File: src/rtl/chg_ramp_pkg.sv
// Shared types for the charge current limit ramp generator.
package chg_ramp_pkg;
    // Sequence phase; the encoding is visible on the phase output.
    typedef enum logic [1:0] {
        PH_IDLE = 2'd0,
        PH_RAMP = 2'd1,
        PH_HOLD = 2'd2,
        PH_RUN  = 2'd3
    } phase_t;
endpackage

File: src/rtl/ramp_cfg_hold.sv
// Captures the limit codes and step count on an accepted start and
// derives the per-step increment. Assumes RISE_W <= CODE_W. A step
// count of zero is stored as one.
module ramp_cfg_hold #(
    parameter int CODE_W = 8,
    parameter int RISE_W = 4
) (
    input  logic              clk,
    input  logic              rst_n,
    input  logic              load,
    input  logic [CODE_W-1:0] chg_in,
    input  logic [CODE_W-1:0] run_in,
    input  logic [RISE_W-1:0] rise_in,
    output logic [CODE_W-1:0] chg_q,
    output logic [CODE_W-1:0] run_q,
    output logic [RISE_W-1:0] steps_q,
    output logic [CODE_W-1:0] inc_q
);
    logic [RISE_W-1:0] steps_eff;
    logic [CODE_W-1:0] inc_d;

    // Force a zero step count to one and compute the step size.
    always_comb begin
        steps_eff = (rise_in == '0) ? RISE_W'(1) : rise_in;
        inc_d     = chg_in / CODE_W'(steps_eff);
    end

    // Hold the settings for the whole sequence.
    always_ff @(posedge clk) begin
        if (!rst_n) begin
            chg_q   <= '0;
            run_q   <= '0;
            steps_q <= RISE_W'(1);
            inc_q   <= '0;
        end else if (load) begin
            chg_q   <= chg_in;
            run_q   <= run_in;
            steps_q <= steps_eff;
            inc_q   <= inc_d;
        end
    end

    AST_STEPS_NONZERO: assert property (@(posedge clk) disable iff (!rst_n)
        load |=> (steps_q != '0));
endmodule

File: src/rtl/ramp_step_cnt.sv
// Counts ramp steps taken since start and flags the step that
// completes the ramp. Assumes steps is never zero and that advance
// is only raised while the count is below steps.
module ramp_step_cnt #(
    parameter int RISE_W = 4
) (
    input  logic              clk,
    input  logic              rst_n,
    input  logic              clear,
    input  logic              advance,
    input  logic [RISE_W-1:0] steps,
    output logic              last
);
    logic [RISE_W-1:0] cnt_q;

    // The next step is the final one when count equals steps minus one.
    always_comb begin
        last = (cnt_q == (steps - RISE_W'(1)));
    end

    // Step counter, cleared on start or abort.
    always_ff @(posedge clk) begin
        if (!rst_n) begin
            cnt_q <= '0;
        end else if (clear) begin
            cnt_q <= '0;
        end else if (advance) begin
            cnt_q <= cnt_q + RISE_W'(1);
        end
    end

    AST_CNT_BOUND: assert property (@(posedge clk) disable iff (!rst_n)
        cnt_q < steps);
endmodule

File: src/rtl/ramp_ref_reg.sv
// Holds the reference code. Priority: clear, then run load, then
// saturate to the charge code, then add one step.
module ramp_ref_reg #(
    parameter int CODE_W = 8
) (
    input  logic              clk,
    input  logic              rst_n,
    input  logic              do_clr,
    input  logic              do_run,
    input  logic              do_sat,
    input  logic              do_add,
    input  logic [CODE_W-1:0] inc,
    input  logic [CODE_W-1:0] chg,
    input  logic [CODE_W-1:0] run,
    output logic [CODE_W-1:0] ref_q
);
    // Update the reference according to the selected operation.
    always_ff @(posedge clk) begin
        if (!rst_n) begin
            ref_q <= '0;
        end else if (do_clr) begin
            ref_q <= '0;
        end else if (do_run) begin
            ref_q <= run;
        end else if (do_sat) begin
            ref_q <= chg;
        end else if (do_add) begin
            ref_q <= ref_q + inc;
        end
    end
endmodule

File: src/rtl/chg_ramp_gen.sv
// Charge current limit ramp generator. On start, captures settings and
// ramps the reference from zero to the charge code in equal steps, one
// per tick, then holds; full enhancement switches to the run code.
// Abort returns to idle. Control priority: abort, start, full_enh, tick.
// Assumes tick, start, abort and full_enh are synchronous to clk.
module chg_ramp_gen
    import chg_ramp_pkg::*;
#(
    parameter int CODE_W = 8,
    parameter int RISE_W = 4
) (
    input  logic              clk,
    input  logic              rst_n,
    input  logic              tick,
    input  logic              start,
    input  logic              abort,
    input  logic              full_enh,
    input  logic [CODE_W-1:0] chg_code,
    input  logic [CODE_W-1:0] run_code,
    input  logic [RISE_W-1:0] rise_steps,
    output logic [CODE_W-1:0] ref_code,
    output logic [1:0]        phase
);
    phase_t            phase_q, phase_d;
    logic [CODE_W-1:0] chg_q, run_q, inc_q;
    logic [RISE_W-1:0] steps_q;
    logic              last;
    logic              restart, go_run, step, sat, add, active;

    // Decode the prioritised controls for this cycle.
    always_comb begin
        active  = (phase_q == PH_RAMP) || (phase_q == PH_HOLD);
        restart = start && !abort;
        go_run  = !abort && !start && full_enh && active;
        step    = !abort && !start && !full_enh && tick && (phase_q == PH_RAMP);
        sat     = step && last;
        add     = step && !last;
    end

    // Next phase.
    always_comb begin
        phase_d = phase_q;
        if (abort)        phase_d = PH_IDLE;
        else if (start)   phase_d = PH_RAMP;
        else if (go_run)  phase_d = PH_RUN;
        else if (sat)     phase_d = PH_HOLD;
    end

    // Phase register.
    always_ff @(posedge clk) begin
        if (!rst_n) phase_q <= PH_IDLE;
        else        phase_q <= phase_d;
    end

    ramp_cfg_hold #(.CODE_W(CODE_W), .RISE_W(RISE_W)) u_cfg (
        .clk     (clk),
        .rst_n   (rst_n),
        .load    (restart),
        .chg_in  (chg_code),
        .run_in  (run_code),
        .rise_in (rise_steps),
        .chg_q   (chg_q),
        .run_q   (run_q),
        .steps_q (steps_q),
        .inc_q   (inc_q)
    );

    ramp_step_cnt #(.RISE_W(RISE_W)) u_cnt (
        .clk     (clk),
        .rst_n   (rst_n),
        .clear   (abort || start),
        .advance (add),
        .steps   (steps_q),
        .last    (last)
    );

    ramp_ref_reg #(.CODE_W(CODE_W)) u_ref (
        .clk    (clk),
        .rst_n  (rst_n),
        .do_clr (abort || start),
        .do_run (go_run),
        .do_sat (sat),
        .do_add (add),
        .inc    (inc_q),
        .chg    (chg_q),
        .run    (run_q),
        .ref_q  (ref_code)
    );

    assign phase = phase_q;

    AST_IDLE_ZERO: assert property (@(posedge clk) disable iff (!rst_n)
        (phase_q == PH_IDLE) |-> (ref_code == '0));
    AST_START_RAMP: assert property (@(posedge clk) disable iff (!rst_n)
        (start && !abort) |=> (phase_q == PH_RAMP && ref_code == '0));
    AST_RAMP_MONOTONIC: assert property (@(posedge clk) disable iff (!rst_n)
        (phase_q == PH_RAMP && !abort && !start && !full_enh) |=> (ref_code >= $past(ref_code)));
    AST_NO_OVERSHOOT: assert property (@(posedge clk) disable iff (!rst_n)
        (phase_q == PH_RAMP || phase_q == PH_HOLD) |-> (ref_code <= chg_q));
    AST_HOLD_STABLE: assert property (@(posedge clk) disable iff (!rst_n)
        (phase_q == PH_HOLD && !abort && !start && !full_enh) |=> ($stable(ref_code) && phase_q == PH_HOLD));
    AST_RUN_VALUE: assert property (@(posedge clk) disable iff (!rst_n)
        (phase_q == PH_RUN) |-> (ref_code == run_q));
    AST_ABORT_IDLE: assert property (@(posedge clk) disable iff (!rst_n)
        abort |=> (phase_q == PH_IDLE && ref_code == '0));
endmodule

File: config.mk
export PLATFORM = sky130hd
export DESIGN_NAME = chg_ramp_gen
export DESIGN_NICKNAME = d
export VERILOG_FILES = /design/src/rtl/chg_ramp_pkg.sv /design/src/rtl/ramp_cfg_hold.sv /design/src/rtl/ramp_step_cnt.sv /design/src/rtl/ramp_ref_reg.sv /design/src/rtl/chg_ramp_gen.sv
export SDC_FILE = /design/constraint.sdc
export NUM_CORES = 1
export LEC_CHECK = 0
export BUFFER_PORTS_ARGS = -buffer_cell sky130_fd_sc_hd__buf_2
export CORE_MARGIN = 2
export CORE_UTILIZATION = 40
export CTS_BUF_LIST = sky130_fd_sc_hd__clkbuf_4 sky130_fd_sc_hd__clkbuf_8 sky130_fd_sc_hd__clkbuf_16
export CTS_CLUSTER_DIAMETER = 100
export CTS_CLUSTER_SIZE = 30
export DETAILED_ROUTE_END_ITERATION = 7
export MAX_ROUTING_LAYER = met4
export PLACE_DENSITY = 0.59
export RECOVER_POWER = 50
export SLEW_MARGIN = 40
export SYNTH_ARGS = -nofsm -noshare
export SYNTH_HDL_FRONTEND = slang
export SYNTH_SLANG_ARGS = --single-unit
File: constraint.sdc
create_clock -name clk -period 20.4 [get_ports clk]
set_clock_uncertainty 0.1 [all_clocks]
set_input_delay 2.04 -clock clk [delete_from_list [all_inputs] [get_ports clk]]
set_output_delay 2.04 -clock clk [all_outputs]
set_load 0.01 [all_outputs]
---- Word level (Yosys, flattened, before mapping) ----
Cells that the tools add are included.
W data, S select, Z words.
cells by class
  $add $sub $neg .......................... 3
  $mul .................................... 0
  divide/modulo/power cells ............... 1
  magnitude comparators ................... 0
  equality and inequality tests ........... 3
  shift-type cells ........................ 0
  multiplexer cells ....................... 7
  bitwise operators ....................... 1
  reduce and logical (&&, ||, !) cells .... 22
operators by type and width
  cell                   count
  $mux W8                3
  $logic_and A1 B1 Y1    9
  $add A8 B8 Y8          1
  $div A8 B4 Y8          1
  $reduce_bool A3 Y1     2
  $add A4 B1 Y4 const B  1
  $eq A4 B4 Y1           1
  $logic_not A1 Y1       4
  $logic_not A4 Y1       1
  $mux W2                2
  $mux W4                1
  $reduce_or A2 Y1       2
  $sub A4 B1 Y4 const B  1
  $reduce_or A3 Y1       1
  $eq A2 B1 Y1 const B   1
  $eq A2 B2 Y1 const B   1
  $logic_or A1 B1 Y1     2
  $reduce_bool A2 Y1     1
  $mux W1                1
  $not A1 Y1             1
storage, ports and cells
  register bits after elaboration ......... 42
  latch bits .............................. 0
  memory bits (writable) .................. 0
  memory bits (read-only) ................. 0
  input bits .............................. 26
  output and inout bits ................... 10
  word-level logic and storage cells ...... 45
  memories kept ........................... 0

---- Logic depth before layout (Yosys ltp) ----
  depth after elaboration ................. 9
  depth in mapped cells ................... 50
  depth with buffers taken out ............ 48

---- Modules after synthesis ----
A second synthesis with hierarchy kept.
second synthesis, totals
  cells, all modules ...................... 396
  area, all modules ....................... 3434.5 um^2
modules (own cells, without submodules)
  module         times used  cells each  area each (um^2)  seq. area each (um^2)
  ramp_cfg_hold  1           250         2214.6            560.5
  ramp_ref_reg   1           102         815.8             160.2
  ramp_step_cnt  1           27          249.0             80.1
  chg_ramp_gen   1           17          155.1             40.0

---- Worst setup path before layout ----
No wires, ideal clock.
  kind .................................... input -> register
  from .................................... input rise_steps[3]
  to ...................................... register u_cfg.inc_q[0]
  library setup time ...................... 0.122 ns
  arrival time ............................ 10.551 ns
  slack ................................... 9.627 ns
  cell stages on the path ................. 47
  cells stage by stage .................... buf_6 -> nor3_1 -> or2_2 -> inv_1 -> ha_1 -> o21a_1 -> o41a_1 -> nand2_1 -> ha_1 -> and2_1 -> a211o_1 -> a32oi_1 -> ha_1 -> nor3_1 -> a211oi_2 -> nor2_1 -> a21oi_1 -> ha_1 -> (+11 left out) -> buf_6 -> o21ai_1 -> xnor2_1 -> ha_1 -> a21oi_1 -> o21ai_0 -> a21oi_1 -> nor2b_1 -> nor2_1 -> and2_1 -> o31ai_4 -> mux2_1 -> ha_1 -> a21o_1 -> a211oi_1 -> nand3_1 -> o21a_1 -> o32a_1
on the way
  longest elaborated chain between the ends .. 3
ends and longest elaborated chain
  what                    RTL line             source
  start: declaration      chg_ramp_gen.sv:20   input logic [RISE_W-1:0] rise_steps,
  $logic_not A4 Y1        ramp_cfg_hold.sv:24  steps_eff = (rise_in == '0) ? RISE_W'(1) : rise_in;
  $mux W4 *               ramp_cfg_hold.sv:24
  $div A8 B4 Y8 *         ramp_cfg_hold.sv:25  inc_d = chg_in / CODE_W'(steps_eff);
  end signal: assignment  ramp_cfg_hold.sv:39  inc_q <= inc_d;
  end: declaration        ramp_cfg_hold.sv:17  output logic [CODE_W-1:0] inc_q
Mark *: on every way between the ends. The rest lies on a longest branch, timed or not.
A chain may end at the register's enable or synchronous reset.

---- Worst setup path after layout ----
Same ends and word-level chain as after synthesis.

==> parameters.txt <==
Parameter                              Value

Global route
  Antenna violations before repair ... 0
  Overflow after GRT ... 0
  Met3 capacity usage during global routing ... 2.40%
  Most heavily used metal layer in global routing ... met2
  M1 GR Usage ... about a fifth
  Global-route track usage on met2 ... about a third
  All-Layer GR Usage ... approximately a fifth
  Pin count of the biggest net entering global routing ... 31
  Global-route wire length before repair ... roughly 13 mm
  Number of global-route vias before repair ... approximately 2800

CTS
  Num Clock Sinks ... 42
  Number of resized instances in the post-cts repair step ... 0
  Worst-path clk slew ... about 0.07 ns
  CTS tree ... yes
  Clock buffers created by TritonCTS ... 5
  Hold buffer count at cts ... 0
  Insertion delay of the later-clocked pin in the worst-skew pair ... ~0.30 ns
  Clock tree root driver cell ... clkbuf_8
  Setup bufs post-CTS ... 0
  # H-tree levels ... 2
  Maximum buffer depth of the clock tree ... 2

Drt
  Avg WL per Cell ... 14.5 um
  Residual DRC ... 0
  Drt via density ... roughly 5.3
  Post-route ant nets ... 0
  Starting DRT DRC Count ... 96
  DR pass1 iterations ... 4
  Routed Wire Length ... 8.07 mm
  Via count ... between 2000 and 3000

Min path
  HP Class ... flip-flop to flip-flop

Power and ir drop
  Share of total power in sequential cells ... 25.2%
  Switching share of power ... 40.2%
  Combinational share of power ... between 50% and 60%
  Int Pwr ... ~210 uW
  PnR Total Power ... between 300 and 400 uW
  Worst voltage drop across the vdd grid ... 57.4 uV
  Ratio of total power to cell area ... a little over 90 nW/um^2
  Static leakage ... 1.53 nW
  Power dissipated by switching net loads ... 141 uW
  Share of total power in the clock network ... roughly 16%

Synth
  Average footprint of a synthesized cell ... around 8.1 um^2
  Post-Syn Nets ... 486
  Sequential fraction of the synthesis area ... between 20% and 30%
  Total of warnings raised by yosys ... 0
  Unique cell type count in the Yosys netlist ... between 60 and 70
  Register bit count reported by yosys ... 42
  Number of standard cells after synthesis ... 424
  Share of synthesized registers carrying an async set or reset ... 0%
  Count of flip-flops with a built-in enable after synthesis ... 0
  Post-synthesis instance area ... 3420 um^2
  Leading register cell type out of synthesis ... dfxtp_1

STA
  Final total negative setup slack ... 0 ns
  Maximum operating frequency ... 84.4 MHz
  Unrepaired setup endpoints after global routing ... no
  Final hold viol count ... 0
  Total count of max-transition violations in the final report ... 0
  Worst-margin pin slew ... roughly 1.1 ns
  Finish-stage setup viols ... 0
  Minimum clock period ... 11.85 ns
  Normalized max-slew margin ... a little over a quarter
  Fin crit share ... between 50% and 60%

Critical path
  Most frequent cell on the critical path ... ha_1
  Start-to-end type of the worst setup path ... input port to flip-flop
  Family with the most delay on the worst path ... compound AO/OA/AOI/OAI gates
  Worst EP arrival ... approximately 12 ns
  Data required, critical path ... 20.49 ns
  Sort of element at the end of the critical path ... flip-flop
  Library cell contributing the largest single delay on the critical path ... a211oi_2
  Worst-path maximum fanout ... 10
  Slack of the worst reg-to-reg path ... 18.03 ns
  Number of buffers and inverters on the critical path ... 2
  Critical path's largest stage delay ... slightly below 0.5 ns
  Critical path launch point type ... input port

Final layout
  Final antenna diode count ... 0
  Area taken by flip-flops and latches ... 841 um^2
  Final Net Count ... 513
  Layout cell share with drive strength beyond 1 ... roughly an eighth
  Summed area of non-filler cells in the final layout ... between 3000 and 4000 um^2
  Multi-input combinational cell area ... approximately 2400 um^2
  Area added between synthesis and finish ... 9.68%
  Number of fill cells in the layout ... 860

Die
  Effective utilization at floorplan ... roughly two fifths
  Number of top-level design ports ... 36
  Floorplan die area ... approximately 9300 um^2
  Site row count ... 33
  Die Y-Extent ... 96.5 um
  CORE AREA ... between 8000 and 9000 um^2
  Die width ... 96.5 um

Flow run
  Count of maximum capacitance violations ... 0

Placed design
  Sum of net half-perimeters after detailed placement ... around 6.3 mm
  Number of port buffers ... 35
  GPL Wtd Cong ... approximately 0.85
  Post-Place Cell Area ... 3680 um^2

Status
  Status ... finished clean
## worst paths after layout
path	cells after the start	start	endpoint
max	45	rise_steps[3]	u_cfg.inc_q[0]
min	2	u_cfg.chg_q[1]	u_cfg.chg_q[1]
max reg2reg	11	u_ref.ref_q[0]	u_ref.ref_q[6]
min reg2reg	2	u_cfg.chg_q[1]	u_cfg.chg_q[1]
## per-stage QoR
| step | setup WS [ns] | std cells | util [%] | hold slack [ns] |
|---|---|---|---|---|
| 2_1_floorplan | 9.63 | 424 | - | 0.338 |
| 3_3_place_gp | 8.63 | 549 | 44.6 | 0.351 |
| 3_5_place_dp | 8.42 | 549 | 44.6 | 0.358 |
| 4_1_cts | 8.69 | 557 | 45.8 | 0.370 |
| 5_1_grt | 7.58 | 557 | 45.5 | 0.393 |
| 6_report | 8.55 | 557 | 45.5 | 0.367 |
## cell usage in the layout, fill, tap and decap left out, types with 3 or more instances in the layout
cell type  Yosys  routed
or3_1          4       4
a21boi_0      23      23
mux2_2         4       4
nor2b_1        5       5
o21ai_0       11      11
xor2_1         6       6
buf_4          0       3
ha_1          35      35
o21bai_1       3       3
nand2b_1       7       7
a21oi_1       23      23
buf_2          0      22
a21o_1         7       7
a22oi_1        4       4
o211ai_1       4       4
nor3_1        10      10
xnor2_1       14      14
nor3b_1        6       6
o21a_1         8       8
and2_1         4       4
o31ai_1        3       3
dfxtp_1       42      42
a221oi_1       5       5
nor2_1        42      42
or2_2          3       3
nand2_1       59      59
o211a_1        5       5
nand3_1        4       4
and4b_1        4       4
a211oi_1       3       3
clkbuf_8       0       6
mux2i_1        4       4
inv_1         18      18
clkbuf_1      16      14
## layout make-up
cell class                 count  share of cell area, %
clock buffer                   7                   2.40
tap                          105                   3.50
timing repair buffer          39                   4.93
clock inverter                 1                  0.133
inverter                      18                   1.80
multi-input combinational    345                   64.9
sequential                    42                   22.4
## power by group through the flow
stage | Combinational, mW | Sequential [mW] | Clock (mW)
2_1_floorplan | 0.172 | 0.0894 | 0
3_3_place_gp | 0.200 | 0.0901 | 0
3_5_place_dp | 0.205 | 0.0902 | 0
4_1_cts | 0.206 | 0.0883 | 0.0584
5_1_grt | 0.230 | 0.0888 | 0.0623
6_report | 0.205 | 0.0882 | 0.0566
## layer usage
layer | wire [um] | vias to the layer above
met4 | 126 | 0
li1 | - | 1565
met5 | 0 | -
met2 | 3870 | 38
met3 | 184 | 9
met1 | 3890 | 1357
## synthesized netlist by cell type (8+ instances only)
library cell  count  area share, %
a21boi_0         23            5.0
a21oi_1          23            3.4
clkbuf_1         16            1.8
dfxtp_1          42             25
ha_1             35             13
inv_1            18            2.0
nand2_1          59            6.5
nor2_1           42            4.6
nor3_1           10            1.5
o21a_1            8            1.8
o21ai_0          11            1.6
xnor2_1          14            3.6
## logic make-up after synthesis
group	after synthesis	synth area share [%]
buffers and inverters	37	4.49
xor gates and xnor gates	20	5.12
DFF	42	24.6
adders and majority gates	37	13.7
and+or+nand+nor	162	23.5
muxes	11	3.58
AOI/OAI and AO/OA	115	25.1
## state kept, by name (all words and copies together) (netlist names)
register,cells
u_cfg.chg_q,8
u_cnt.cnt_q,4
u_cfg.steps_q,4
u_cfg.inc_q,8
u_ref.ref_q,8
u_cfg.run_q,8
phase,2
## tightest hold or removal path, cell delays in order, from the launching register on
cell and delay [ns]:
dfxtp_1 0.31, nand2_1 0.04, a21boi_0 0.06
Power figures use the tool's default switching activity.
